`config.mk`:
```
export PLATFORM = sky130hd
export DESIGN_NAME = timer_tick_select
export DESIGN_NICKNAME = d
export VERILOG_FILES = /design/src/rtl/timer_tick_pkg.sv /design/src/rtl/tick_prescaler.sv /design/src/rtl/ext_edge_detect.sv /design/src/rtl/tick_source_mux.sv /design/src/rtl/timer_tick_select.sv
export SDC_FILE = /design/constraint.sdc
export NUM_CORES = 1
export LEC_CHECK = 0
export BUFFER_PORTS_ARGS = -buffer_cell sky130_fd_sc_hd__buf_4
export CORE_AREA = 2 2 39 41
export DETAILED_ROUTE_END_ITERATION = 8
export DIE_AREA = 0 0 41 43
export PLACE_DENSITY_LB_ADDON = 0.2
export SYNTH_ARGS = -nofsm -noshare
export SYNTH_HDL_FRONTEND = slang
export SYNTH_HIERARCHICAL = 1
export SYNTH_SLANG_ARGS = --single-unit
export TNS_END_PERCENT = 100
```
`constraint.sdc`:
```
create_clock -name clk -period 1.72 [get_ports clk]
set_input_delay 0.172 -clock clk [delete_from_list [all_inputs] [get_ports clk]]
set_output_delay 0.172 -clock clk [all_outputs]
set_load 0.01 [all_outputs]
```
`src/rtl/timer_tick_pkg.sv`:
```
// Package: shared constants, source-select codes and tap geometry for the
// timer tick selector. Assumes tap widths never exceed PRESC_W.
package timer_tick_pkg;

    localparam int PRESC_W   = 10;   // prescaler counter width
    localparam int NUM_TAPS  = 4;    // number of divided rates
    localparam int SEL_W     = 3;    // width of the source select field
    localparam int SYNC_LEN  = 2;    // synchronizer depth for the event pin

    typedef enum logic [SEL_W-1:0] {
        SRC_OFF      = 3'd0,
        SRC_DIV1     = 3'd1,
        SRC_DIV8     = 3'd2,
        SRC_DIV64    = 3'd3,
        SRC_DIV256   = 3'd4,
        SRC_DIV1024  = 3'd5,
        SRC_EXT_FALL = 3'd6,
        SRC_EXT_RISE = 3'd7
    } src_sel_e;

    // log2 of the division ratio for tap index idx (0 -> /8 ... 3 -> /1024)
    function automatic int tap_log2(input int idx);
        case (idx)
            0:       return 3;
            1:       return 6;
            2:       return 8;
            default: return 10;
        endcase
    endfunction

endpackage

```
`src/rtl/tick_prescaler.sv`:
```
// Free-running prescaler. A CNT_W-bit counter advances every system cycle.
// Each tap flags the cycle in which its low bits are all ones, i.e. the
// cycle just before they wrap to zero, so a tap of width L is high once
// every 2**L cycles. Reset and clr both force the counter to zero.
// Assumes every tap width is between 1 and CNT_W.
module tick_prescaler #(
    parameter int CNT_W = timer_tick_pkg::PRESC_W,
    parameter int TAPS  = timer_tick_pkg::NUM_TAPS
) (
    input  logic            clk,
    input  logic            rst_n,
    input  logic            clr,
    output logic [TAPS-1:0] tap_hit
);

    logic [CNT_W-1:0] cnt_q;

    // Purpose: advance the prescaler, or restart it from zero on reset/clear.
    always_ff @(posedge clk) begin
        if (!rst_n || clr) begin
            cnt_q <= '0;
        end else begin
            cnt_q <= cnt_q + 1'b1;
        end
    end

    // One wrap detector per division tap.
    for (genvar gi = 0; gi < TAPS; gi++) begin : g_tap
        localparam int LW = timer_tick_pkg::tap_log2(gi);
        // Purpose: flag the last cycle before this tap's low bits wrap.
        assign tap_hit[gi] = &cnt_q[LW-1:0];
    end

endmodule

```
`src/rtl/ext_edge_detect.sv`:
```
// Retimes an asynchronous event pin through SYNC_STAGES flops and then
// compares the settled level with its value one cycle earlier. Each edge
// yields a rise or fall flag for exactly one cycle. Assumes the pin stays
// at a level for at least two system cycles and SYNC_STAGES >= 2.
module ext_edge_detect #(
    parameter int SYNC_STAGES = timer_tick_pkg::SYNC_LEN
) (
    input  logic clk,
    input  logic rst_n,
    input  logic pin,
    output logic rise,
    output logic fall
);

    logic [SYNC_STAGES-1:0] sync_q;
    logic                   last_q;
    logic                   settled;

    assign settled = sync_q[SYNC_STAGES-1];

    // Purpose: shift the pin through the synchronizer and keep the prior level.
    always_ff @(posedge clk) begin
        if (!rst_n) begin
            sync_q <= '0;
            last_q <= 1'b0;
        end else begin
            sync_q <= {sync_q[SYNC_STAGES-2:0], pin};
            last_q <= settled;
        end
    end

    // Purpose: turn a level change of the settled pin into a one-cycle flag.
    assign rise = settled & ~last_q;
    assign fall = ~settled & last_q;

endmodule

```
`src/rtl/tick_source_mux.sv`:
```
// Chooses the count-enable source from the select code: nothing, every
// cycle, one of the prescaler taps, or an external edge flag. The output
// is forced low while run is low. Purely combinational.
module tick_source_mux #(
    parameter int TAPS = timer_tick_pkg::NUM_TAPS,
    parameter int SW   = timer_tick_pkg::SEL_W
) (
    input  logic            run,
    input  logic [SW-1:0]   sel,
    input  logic [TAPS-1:0] tap_hit,
    input  logic            ext_rise,
    input  logic            ext_fall,
    output logic            en
);
    import timer_tick_pkg::*;

    // Purpose: decode the select code into a single enable strobe.
    always_comb begin
        case (sel)
            SRC_OFF:      en = 1'b0;
            SRC_DIV1:     en = 1'b1;
            SRC_DIV8:     en = tap_hit[0];
            SRC_DIV64:    en = tap_hit[1];
            SRC_DIV256:   en = tap_hit[2];
            SRC_DIV1024:  en = tap_hit[TAPS-1];
            SRC_EXT_FALL: en = ext_fall;
            SRC_EXT_RISE: en = ext_rise;
            default:      en = 1'b0;
        endcase
        if (!run) begin
            en = 1'b0;
        end
    end

endmodule

```
`src/rtl/timer_tick_select.sv`:
```
// Top of the timer tick selector. It joins the free-running prescaler, the
// event-pin synchronizer with its edge detector, and the source mux. All
// logic runs on clk. The strobe on cnt_en is meant for a counter in the
// same clock domain. The prescaler keeps running whatever the select code.
module timer_tick_select
    import timer_tick_pkg::*;
#(
    parameter int CNT_W = PRESC_W,
    parameter int TAPS  = NUM_TAPS,
    parameter int SYNC  = SYNC_LEN
) (
    input  logic             clk,
    input  logic             rst_n,
    input  logic             presc_clr,
    input  logic [SEL_W-1:0] src_sel,
    input  logic             ext_evt,
    output logic             cnt_en
);

    logic [TAPS-1:0] tap_hit;
    logic            ext_rise;
    logic            ext_fall;

    // Prescaler with its division taps.
    tick_prescaler #(
        .CNT_W (CNT_W),
        .TAPS  (TAPS)
    ) u_presc (
        .clk     (clk),
        .rst_n   (rst_n),
        .clr     (presc_clr),
        .tap_hit (tap_hit)
    );

    // Synchronizer and edge detector for the event pin.
    ext_edge_detect #(
        .SYNC_STAGES (SYNC)
    ) u_edge (
        .clk   (clk),
        .rst_n (rst_n),
        .pin   (ext_evt),
        .rise  (ext_rise),
        .fall  (ext_fall)
    );

    // Source selection.
    tick_source_mux #(
        .TAPS (TAPS),
        .SW   (SEL_W)
    ) u_mux (
        .run      (rst_n),
        .sel      (src_sel),
        .tap_hit  (tap_hit),
        .ext_rise (ext_rise),
        .ext_fall (ext_fall),
        .en       (cnt_en)
    );

endmodule

```
==> impl_metrics.py <==
metrics = {
    "placed_design": {
        "place.gp.congestion": 0.753,
        "port_buffers": 7,
        "hpwl_um": 825,
    },
    "critical_path": {
        "cp_top_family": "flip-flops",
        "reg2reg_depth": 4,
        "reg2reg_slack_ns": 0.48,
        "crit_fanout": 5,
        "crit_path_end_kind": "primary output",
        "cp_num_buf_inv": 1,
        "critPathArrivalTime_ns": 1.61,
        "crit_required_ns": 1.55,
        "start_kind": "register",
        "crit_cells": 7,
        "path_cells": "ha_4 -> nand4_1 -> nor2_1 -> mux2_4 -> o211ai_2 -> a31oi_1 -> buf_4",
        "crit_type": "register to primary output",
        "crit_slowest_cell": "dfxtp_2",
        "cpPeakStageDelay_ns": 0.34,
    },
    "sta": {
        "timing_worst_slew_pin_value_ns": 0.375,
        "finalMaxSlewViolations": 0,
        "setup_tns_ns": -0.0624,
        "hold_viol_final": 0,
        "final.period_utilization_pct": 104,
        "slew_headroom_pct": 75.0,
        "rsz0062_at_grt": "true",
        "period_needed_ns": 1.78,
        "finalSetupViolCount": 1,
        "fmax_mhz": 561,
        "setup_ws_ns": -0.0624,
        "whs_ns": 0.0982,
        "skew_ns": 0.000406,
    },
    "route": {
        "wl_met1_um": 506,
        "via_count": 517,
        "dr.pass1.iters": 4,
        "dr_wl_met3_um": 26,
        "vias_per_cell": 5.17,
        "remaining_drc_errors": 0,
        "routed_wl_um": 1070,
        "drt-wirelength-per-cell_um": 10.7,
        "drt_iter0_drc": 10,
        "wl_met2_um": 501,
        "ant_nets": 0,
        "highest_layer": "met4",
    },
    "floorplanning": {
        "fp.dieH_um": 43,
        "std_cell_rows": 14,
        "die_area_um2": 1760,
        "initial_utilization_pct": 44.8,
        "ios": 8,
        "dieWidth_um": 41,
        "fp.coreArea_um2": 1380,
    },
    "finish": {
        "diodes": 0,
        "num-nets-final": 94,
        "fin_util_pct": 55.4,
        "syn_to_final_growth_pct": 23.8,
        "final_layout_size_suffix_gt1_share_pct": 27.4,
    },
    "logic_synthesis": {
        "synth_compound_area_share_pct": 11.3,
        "synth_top_family_by_area": "simple AND/OR/NAND/NOR gates",
        "yosys-mux-area-fraction_pct": 5.05,
        "syn_area_um2": 619,
        "yosysTopAreaCellShare_pct": 42.0,
        "synth-edff-count": 0,
        "synth_most_common_cell": "dfxtp_1",
        "ys_seq_area_share_pct": 42.0,
        "yosys.area_share.simple_pct": 33.5,
        "ys_seq_elements": 13,
        "ys_async_sr_fraction_pct": 0,
        "synth_top_flop_cell": "dfxtp_1",
        "yosys.area_share.adder_pct": 4.04,
        "synth_nets": 78,
        "synth_cell_types": 27,
        "synthTopCellsByCount": "dfxtp_1 (13), nor2_1 (7), nand3_1 (6)",
        "synth_xor_area_share_pct": 2.83,
        "syn_avg_cell_area_um2": 8.98,
        "synth.largest_area_cell": "dfxtp_1",
        "ys_top_cells_by_area": "dfxtp_1 (42%), and2_1 (5.1%), nand3_1 (4.8%)",
        "netlist_instances": 69,
        "yosys_warnings": 6,
    },
    "run_status": {
        "failed_checks": "setup timing",
        "status": "complete, but fails checks",
    },
    "clocking": {
        "clock_latency_ns": 0.27,
        "ctsHoldBuffers": 0,
        "cts_sinks": 13,
        "cts_max_path_buffers": 2,
        "cts_tree": "yes",
        "cts_root_buffer": "clkbuf_4",
        "numCtsBuffers": 3,
        "h-tree-depth": 1,
        "path_clk_slew_ns": 0.08,
    },
    "global_routing": {
        "antenna_found_initial": 0,
        "grt_max_degree": 8,
        "grt_overflow_total": 0,
        "grt.total_usage_pct": 16.8,
        "grt_pass1_vias": 471,
        "grt_pass1_wl_um": 1880,
    },
    "run": {
        "cap_violations": 0,
    },
    "worst_hold_path": {
        "hold_path.class": "primary input to register",
        "min_path_cells": 2,
    },
    "power_and_ir_drop": {
        "ir_worst_vdd_mv": 0.443,
        "powerDensity_nw_per_um2": 703,
        "p_leak_uw": 0.000300,
        "power.total_uw": 539,
    },
}
-- area by class of cell --
cell class / count / area, um^2
well taps: 16 / 20.0
multi-input cells: 54 / 368
clock buffers: 4 / 26.3
flip-flops and latches: 13 / 263
inverters: 2 / 7.51
repair buffers: 11 / 82.6
fillers: 134 / 617
-- layout by cell type, fill, tap and decap left out, types with 2 or more instances in the layout --
cell | Yosys | layout
o21ai_0 | 2 | 2
xor2_1 | 2 | 2
nand3_1 | 6 | 6
dfxtp_1 | 13 | 11
nand2_1 | 4 | 4
buf_4 | 0 | 11
a21oi_1 | 3 | 3
and2_1 | 5 | 5
clkbuf_4 | 0 | 3
nor2_1 | 7 | 7
nand2b_1 | 4 | 4
dfxtp_2 | 0 | 2
nor2b_1 | 3 | 3
mux2i_1 | 2 | 2
inv_1 | 2 | 2
-- sequential cells by signal, summed over array words and instances, names as in the netlist --
signal	count
u_presc/cnt_q	10
u_edge/last_q	1
u_edge/sync_q	2
-- final timing paths --
kind	from	endpoint
setup / recovery	u_presc/cnt_q[0]$_SDFF_PP0_	cnt_en
hold / removal	ext_evt	u_edge/sync_q[0]$_SDFF_PN0_
setup reg to reg	u_presc/cnt_q[3]$_SDFF_PP0_	u_presc/cnt_q[7]$_SDFF_PP0_
hold reg to reg	u_edge/sync_q[0]$_SDFF_PN0_	u_edge/sync_q[1]$_SDFF_PN0_
-- power by group --
part / switching (uW) / total, uW / internal [uW] / leakage, uW
clock: 96.9 / 187 / 89.9 / 0.0000150
combinational: 18.3 / 42.9 / 24.7 / 0.000179
sequential: 3.34 / 310 / 306 / 0.000106
-- layer usage --
metal / vias to the layer above / global-route usage (%)
met5: - / 0
met4: 0 / 14.0
met3: 4 / 6.28
met2: 7 / 21.9
met1: 233 / 20.9
li1: 273 / -
-- kinds of logic after synthesis --
group / count (synthesis)
AOI/OAI and AO/OA: 10
DFF: 13
buffers and inverters: 2
and+or+nand+nor: 37
xor gates and xnor gates: 2
muxes: 3
adders and majority gates: 2
-- what timing repair did --
action,in CTS,in global routing
buffers inserted,2,0
resized for setup,5,0
setup endpoints to repair,1,1
pin swaps,3,0
cloned,0,0
-- metrics by stage --
| step | setup slack [ns] | std cells | instance area (um^2) |
|---|---|---|---|
| 2_1_floorplan | 0.268 | 69 | 619 |
| 3_3_place_gp | 0.122 | 94 | 707 |
| 3_5_place_dp | 0.0863 | 94 | 707 |
| 4_1_cts | -0.0709 | 100 | 767 |
| 5_1_grt | -0.190 | 100 | 767 |
| 6_report | -0.0624 | 100 | 767 |
Note: power is estimated with default switching activity, not from simulation.
